===== src/rtl/pport_pkg.sv =====
package pport_pkg;
  localparam logic [1:0] SEL_PORT = 2'b10;
  localparam logic [1:0] SEL_CTRL = 2'b11;
  localparam int CTRL_W   = 6;
  localparam int B_IRQEN  = 0;
  localparam int B_RISE   = 1;
  localparam int B_DATSEL = 2;
endpackage


===== src/rtl/pport_edge.sv =====
module pport_edge #(
  parameter int STAGES = 2
) (
  input  logic clk,
  input  logic rst_n,
  input  logic async_in,
  input  logic rise_sel,
  output logic hit
);
  logic [STAGES-1:0] chain;
  logic              last;

  generate
    if (STAGES == 1) begin : g_one
      always_ff @(posedge clk or negedge rst_n)
        if (!rst_n) chain <= '0;
        else        chain <= async_in;
    end else begin : g_many
      always_ff @(posedge clk or negedge rst_n)
        if (!rst_n) chain <= '0;
        else        chain <= {chain[STAGES-2:0], async_in};
    end
  endgenerate

  always_ff @(posedge clk or negedge rst_n)
    if (!rst_n) last <= 1'b0;
    else        last <= chain[STAGES-1];

  always_comb
    hit = rise_sel ? (chain[STAGES-1] & ~last) : (~chain[STAGES-1] & last);
endmodule


===== src/rtl/pport_regs.sv =====
module pport_regs
  import pport_pkg::*;
#(
  parameter int DW = 8
) (
  input  logic              clk,
  input  logic              rst_n,
  input  logic              wr_ctrl,
  input  logic              wr_dir,
  input  logic              wr_out,
  input  logic              rd_clr,
  input  logic [DW-1:0]     wdata,
  input  logic              edge_hit,
  output logic [DW-1:0]     dir_q,
  output logic [DW-1:0]     out_q,
  output logic [CTRL_W-1:0] ctrl_q,
  output logic              flag_q
);
  always_ff @(posedge clk or negedge rst_n) begin
    if (!rst_n) begin
      dir_q  <= '0;
      out_q  <= '0;
      ctrl_q <= '0;
    end else begin
      if (wr_ctrl) ctrl_q <= wdata[CTRL_W-1:0];
      if (wr_dir)  dir_q  <= wdata;
      if (wr_out)  out_q  <= wdata;
    end
  end

  // a detected edge takes priority over the acknowledge read
  always_ff @(posedge clk or negedge rst_n) begin
    if (!rst_n)        flag_q <= 1'b0;
    else if (edge_hit) flag_q <= 1'b1;
    else if (rd_clr)   flag_q <= 1'b0;
  end
endmodule


===== src/rtl/pport_rmux.sv =====
module pport_rmux
  import pport_pkg::*;
#(
  parameter int DW = 8
) (
  input  logic              rd_en,
  input  logic [1:0]        sel,
  input  logic [CTRL_W-1:0] ctrl_q,
  input  logic              flag_q,
  input  logic [DW-1:0]     dir_q,
  input  logic [DW-1:0]     out_q,
  input  logic [DW-1:0]     pin_in,
  output logic [DW-1:0]     rdata
);
  logic [DW-1:0] mixed;

  always_comb begin
    mixed = (out_q & dir_q) | (pin_in & ~dir_q);
    rdata = '0;
    if (rd_en) begin
      case (sel)
        SEL_CTRL: begin
          rdata[CTRL_W-1:0] = ctrl_q;
          rdata[DW-1]       = flag_q;
        end
        SEL_PORT: rdata = ctrl_q[B_DATSEL] ? mixed : dir_q;
        default:  rdata = '0;
      endcase
    end
  end
endmodule


===== src/rtl/pport_side.sv =====
module pport_side
  import pport_pkg::*;
#(
  parameter int DW          = 8,
  parameter int SYNC_STAGES = 2
) (
  input  logic          clk,
  input  logic          rst_n,
  input  logic          cs,
  input  logic [1:0]    sel,
  input  logic          rd_stb,
  input  logic          wr_stb,
  input  logic [DW-1:0] wdata,
  output logic [DW-1:0] rdata,
  input  logic [DW-1:0] pin_in,
  output logic [DW-1:0] pin_out,
  output logic [DW-1:0] pin_oe,
  input  logic          trig_in,
  output logic          irq_n
);
  logic [DW-1:0]     dir_q, out_q;
  logic [CTRL_W-1:0] ctrl_q;
  logic              flag_q, edge_hit;
  logic              wr_en, rd_en, at_port, at_ctrl;
  logic              wr_ctrl, wr_dir, wr_out, rd_clr;

  always_comb begin
    wr_en   = cs & wr_stb;
    rd_en   = cs & rd_stb;
    at_port = (sel == SEL_PORT);
    at_ctrl = (sel == SEL_CTRL);
    wr_ctrl = wr_en & at_ctrl;
    wr_dir  = wr_en & at_port & ~ctrl_q[B_DATSEL];
    wr_out  = wr_en & at_port &  ctrl_q[B_DATSEL];
    rd_clr  = rd_en & at_port &  ctrl_q[B_DATSEL];
  end

  pport_edge #(.STAGES(SYNC_STAGES)) u_edge (
    .clk      (clk),
    .rst_n    (rst_n),
    .async_in (trig_in),
    .rise_sel (ctrl_q[B_RISE]),
    .hit      (edge_hit)
  );

  pport_regs #(.DW(DW)) u_regs (
    .clk      (clk),
    .rst_n    (rst_n),
    .wr_ctrl  (wr_ctrl),
    .wr_dir   (wr_dir),
    .wr_out   (wr_out),
    .rd_clr   (rd_clr),
    .wdata    (wdata),
    .edge_hit (edge_hit),
    .dir_q    (dir_q),
    .out_q    (out_q),
    .ctrl_q   (ctrl_q),
    .flag_q   (flag_q)
  );

  pport_rmux #(.DW(DW)) u_rmux (
    .rd_en  (rd_en),
    .sel    (sel),
    .ctrl_q (ctrl_q),
    .flag_q (flag_q),
    .dir_q  (dir_q),
    .out_q  (out_q),
    .pin_in (pin_in),
    .rdata  (rdata)
  );

  assign pin_out = out_q;
  assign pin_oe  = dir_q;
  assign irq_n   = ~(flag_q & ctrl_q[B_IRQEN]);
endmodule


===== config.mk =====
export PLATFORM = sky130hd
export DESIGN_NAME = pport_side
export DESIGN_NICKNAME = d
export VERILOG_FILES = /design/src/rtl/pport_pkg.sv /design/src/rtl/pport_edge.sv /design/src/rtl/pport_regs.sv /design/src/rtl/pport_rmux.sv /design/src/rtl/pport_side.sv
export SDC_FILE = /design/constraint.sdc
export NUM_CORES = 1
export LEC_CHECK = 0
export BUFFER_PORTS_ARGS = -buffer_cell sky130_fd_sc_hd__buf_2
export CAP_MARGIN = 30
export CORE_UTILIZATION = 51
export DETAILED_ROUTE_END_ITERATION = 7
export HOLD_SLACK_MARGIN = 0.1
export MAX_ROUTING_LAYER = met4
export PLACE_DENSITY = 0.86
export REMOVE_ABC_BUFFERS = 1
export SLEW_MARGIN = 10
export SYNTH_ARGS = -nofsm -noshare
export SYNTH_HDL_FRONTEND = slang
export SYNTH_SLANG_ARGS = --single-unit

===== constraint.sdc =====
create_clock -name clk -period 3.6 [get_ports clk]
set_input_delay 0.54 -clock clk [delete_from_list [all_inputs] [get_ports clk]]
set_output_delay 0.54 -clock clk [all_outputs]
set_load 0.02 [all_outputs]

### Yosys cells after proc, flatten, opt, wreduce, memory -nomap -nowiden

Index checks and enable logic that the tools add are counted.

* equal/unequal tests: 2
* bitwise gates (word level): 19
* mux-type cells: 8
* reductions and logical operators: 1

Operators with widths (count)
* 8-bit bitwise AND: 2
* 8-bit two-way mux: 2
* 6-bit case mux with 2 select lines: 1
* 1-bit bitwise AND: 11
* 8-bit inverter: 1
* 8-bit OR: 1
* 2-bit == test, second input constant: 2
* 1-bit two-way mux: 4
* 1-bit inverter: 4
* 1-bit case mux with 2 select lines: 1
* 2-bit nonzero test: 1

* input bits: 24
* word-level logic and storage cells: 36
* output and inout port bits: 25
* register bits after elaboration: 26

### Depth between registers and ports, before layout

* word-level depth: 6
* gate-level depth with buffers: 4
* gate-level depth less buffers: 3

### Cells and area by module

Synthesis repeated with hierarchy kept, for this count alone.

* cell total of the unflattened synthesis: 100
* area total of the unflattened synthesis: 1372.6 sq um

Modules (own cells, without submodules)
* pport_regs: instances 1, sequential area each 575.6 sq um, area each 950.9 sq um, cells each 50
* pport_rmux: instances 1, sequential area each 0.0 sq um, area each 262.8 sq um, cells each 37
* pport_edge: instances 1, sequential area each 75.1 sq um, area each 97.6 sq um, cells each 6
* pport_side: instances 1, sequential area each 0.0 sq um, area each 61.3 sq um, cells each 7

### Worst setup path before layout

No wires, ideal clock.

* path type: input to output
* start point: input port sel[0]
* end point: output port rdata[3]
* path buffers: 1
* path slack: 1703 ps
* data arrival time: 1357 ps
* stages on the path: 3
* data required time: 3060 ps
* path through: clkbuf_1 -> a311o_1 -> a21oi_1

* longest elaborated chain between the ends: 3
* elaborated cells between the ends (all ways): 4
* classes of those cells: 2 x eq/ne; 2 x mux

RTL lines
* start, declared: RTL line pport_side.sv:10 `input logic [1:0] sel,`
* 2-bit == test: RTL line pport_rmux.sv:21 `case (sel)`
* 6-bit case mux with 2 select lines *: RTL line pport_rmux.sv:21
* 8-bit two-way mux *: RTL line pport_rmux.sv:20 `if (rd_en) begin`
* end, declared: RTL line pport_side.sv:14 `output logic [DW-1:0] rdata,`

Mark *: on every way between the ends. The rest lies on a longest branch, timed or not.

### Worst setup path after layout

* start point: register u_regs.ctrl_q[2]
* end point: output port rdata[3]

* longest elaborated chain between the ends: 3

RTL lines
* start, declared: RTL line pport_regs.sv:16 `output logic [CTRL_W-1:0] ctrl_q,`
* start signal, assigned: RTL line pport_regs.sv:25 `if (wr_ctrl) ctrl_q <= wdata[CTRL_W-1:0];`
* 8-bit two-way mux: RTL line pport_rmux.sv:26 `SEL_PORT: rdata = ctrl_q[B_DATSEL] ? mixed : dir_q;`
* 6-bit case mux with 2 select lines: RTL line pport_rmux.sv:21
* 8-bit two-way mux: RTL line pport_rmux.sv:20

No other way between the ends.

==> summary.txt <==
status: finished, final reports clean
vias in the first global route: 954
library cells used by synthesis: 21
Reg power frac: 49.9%
DIE WIDTH: 51.4 um
slowest CP cell: dfrtp_1
Worst Path Required: 3060 ps
die area: 2640 sq um
DRT Pass-1 Iters: 4
Net Sw Power: 0.334 mW
syn avg cell area: 12.0 sq um
setup TNS: 0 ps
number of maximum-capacitance violations: 0
crit path DAT: 1950 ps
Clk pin slew, worst setup/hold paths: 130 ps
post-route ant nets: 0
crit end category: output pin
Post-CTS Resized: 0
Layout area overhead: 22.0%
setup bufs post-CTS: 0
first-pass GRT wire length: 4.12 mm
Ys Warns: 0
Root Driver: clkbuf_4
min Tclk post-route: 2490 ps
total wire length: 2.64 mm
Setup violations, final: 0
Peak VDD IR: 0.000349 V
Gate Count Post-Synth: 104
routed vias/inst: 5.59
switching part of the total power: 37.0%
area post-placement: 1500 sq um
nets: 177
initial antenna violation count: 0
# IOs: 49
Slew @ Worst Pin: 665 ps
GRT Total Usage: 21.6%
Final Skew: 2.04 ps
DRC: 0
worst min path class: input port to asynchronous set/reset pin
ANT cells: 0
CP Buf/Inv Count: 1
synthesized area: 1240 sq um
starting density of the core: 55.2%
most common cell after layout, fill and taps aside: buf_2
HPWL after DPL: 1.88 mm
WL/cell: 14.7 um
H-tree depth: 1
CTS Hold Bufs: 0
#FFs+latches synth: 26
Die H: 51.4 um
max-slew violations: 0
Most common cell on crit path: a21oi_1
Final Hold Violating Endpoints: 0
RSZ-0062 raised after global routing: no
GP Congestion: 0.719
critical path type: flop to output pin
max incr delay on CP: 790 ps
via count: 1001
Tcrit/Tclk final: 69.2%
port bufs: 48
row count: 17
Int Pwr: 0.568 mW
largest net degree at the start of global routing: 27
P_leak: 0.763 nW
Peak Freq: 0.401 GHz
Worst Reg-to-Reg Cells: 2
share of layout cells above drive strength 1: 49.7%
Startpoint Class: flop
Levels on crit path: 4
CTS tree: built
Core Footprint: 2250 sq um
Clock Path Buffers: 2
Comb pwr share: 37.1%
clock latency on the worst-skew pair: 310 ps
clock share of power: 13.0%
fin area: 1520 sq um
slew margin rel.: 55.7%
Congestion Overflow GR: 0
PwrDens: 594 nW/um^2
CTS buffer count: 3
commonest cells after routing, fill and taps aside: 48 x buf_2, 26 x dfrtp_1, 14 x a21oi_1, 14 x mux2_2, 9 x nand2_1
DRT iter0 DRCs: 14
Top Family by Delay on Critical Path: flip-flops
post-synthesis sequential area ratio: 52.3%
Sink Count: 26
crit-path cells: a21oi_1 > a311o_1 > a21oi_1 > buf_2
Crit Path Max Fanout: 21
## metal layers
layer	global-route usage [%]	vias up	wire [um]
met5	-	-	0
met4	4.95	0	0
met3	1.79	0	160
met2	36.6	45	1280
met1	28.4	483	1200
li1	-	473	-
## power groups by stage
stage	Sequential (mW)	Clock [mW]	Combinational [mW]
2_1_floorplan	0.515	0	0.149
3_3_place_gp	0.445	0	0.326
3_5_place_dp	0.454	0	0.337
4_1_cts	0.449	0.122	0.338
5_1_grt	0.461	0.134	0.361
6_report	0.450	0.117	0.335
## cells in the mapped netlist
cell | number | area [sq um]
a21oi_1 | 14 | 70.1
a221o_1 | 1 | 10.0
a311o_1 | 6 | 60.1
and2_1 | 1 | 6.26
and4b_1 | 1 | 10.0
buf_2 | 1 | 5.00
buf_6 | 1 | 11.3
clkbuf_1 | 2 | 7.51
dfrtp_1 | 26 | 651
inv_1 | 6 | 22.5
mux2_2 | 14 | 158
mux2_4 | 8 | 120
nand2_1 | 9 | 33.8
nand3_1 | 2 | 10.0
nand4_1 | 2 | 12.5
nand4_2 | 1 | 12.5
nor2_1 | 4 | 15.0
nor2b_1 | 1 | 6.26
nor2b_2 | 1 | 8.76
nor3_1 | 1 | 5.00
o21ai_0 | 2 | 10.0
## cells by family after synthesis
| kind of cell | synth area share (%) |
|---|---|
| flip-flops | 52.3 |
| AO/OA/AOI/OAI | 12.1 |
| multiplexers | 22.3 |
| buffers and inverters | 3.72 |
| AND/OR/NAND/NOR | 9.65 |
## flip-flops by register name (all words and copies together), names as in the netlist
signal,count
u_regs.dir_q,8
u_regs.flag_q,1
u_regs.out_q,8
u_edge.chain,2
u_regs.ctrl_q,6
u_edge.last,1
## per-stage QoR
| stage | cells | total power, mW | worst slack (ps) | utilization (%) | hold slack, ps |
|---|---|---|---|---|---|
| 6_report | 179 | 0.902 | 1110 | 67.4 | 199 |
| 2_1_floorplan | 100 | 0.664 | 1670 | - | 244 |
| 4_1_cts | 179 | 0.909 | 1130 | 67.4 | 215 |
| 3_3_place_gp | 176 | 0.771 | 1600 | 66.4 | 332 |
| 5_1_grt | 179 | 0.956 | 1010 | 67.4 | 220 |
| 3_5_place_dp | 176 | 0.791 | 1500 | 66.4 | 338 |
## worst register-to-register path, delay by kind of cell (launching register included)
kind	cells	cell delay [ps]
simple gates	1	740
flops	1	650
mux	1	350
## layout make-up
cell class	count	area, sq um
Fill cell	192	736
Inverter	6	22.5
Clock buffer	3	22.5
Multi-Input combinational cell	68	548
Timing Repair Buffer	48	240
Sequential cell	26	651
Tap cell	28	35.0
## path summary, 6_finish.rpt
kind	from	endpoint	slack (ps)
worst max register to register	u_regs.ctrl_q[2]	u_regs.dir_q[1]	1760
worst max-delay path	u_regs.ctrl_q[2]	rdata[3]	1110
max in group asynchronous	rst_n	u_edge.last	3040
worst min register to register	u_edge.chain[0]	u_edge.chain[1]	370
min in group clk	trig_in	u_edge.chain[0]	330
worst min-delay path	rst_n	u_regs.dir_q[7]	200
No activity file was read; power rests on OpenSTA's default activity.
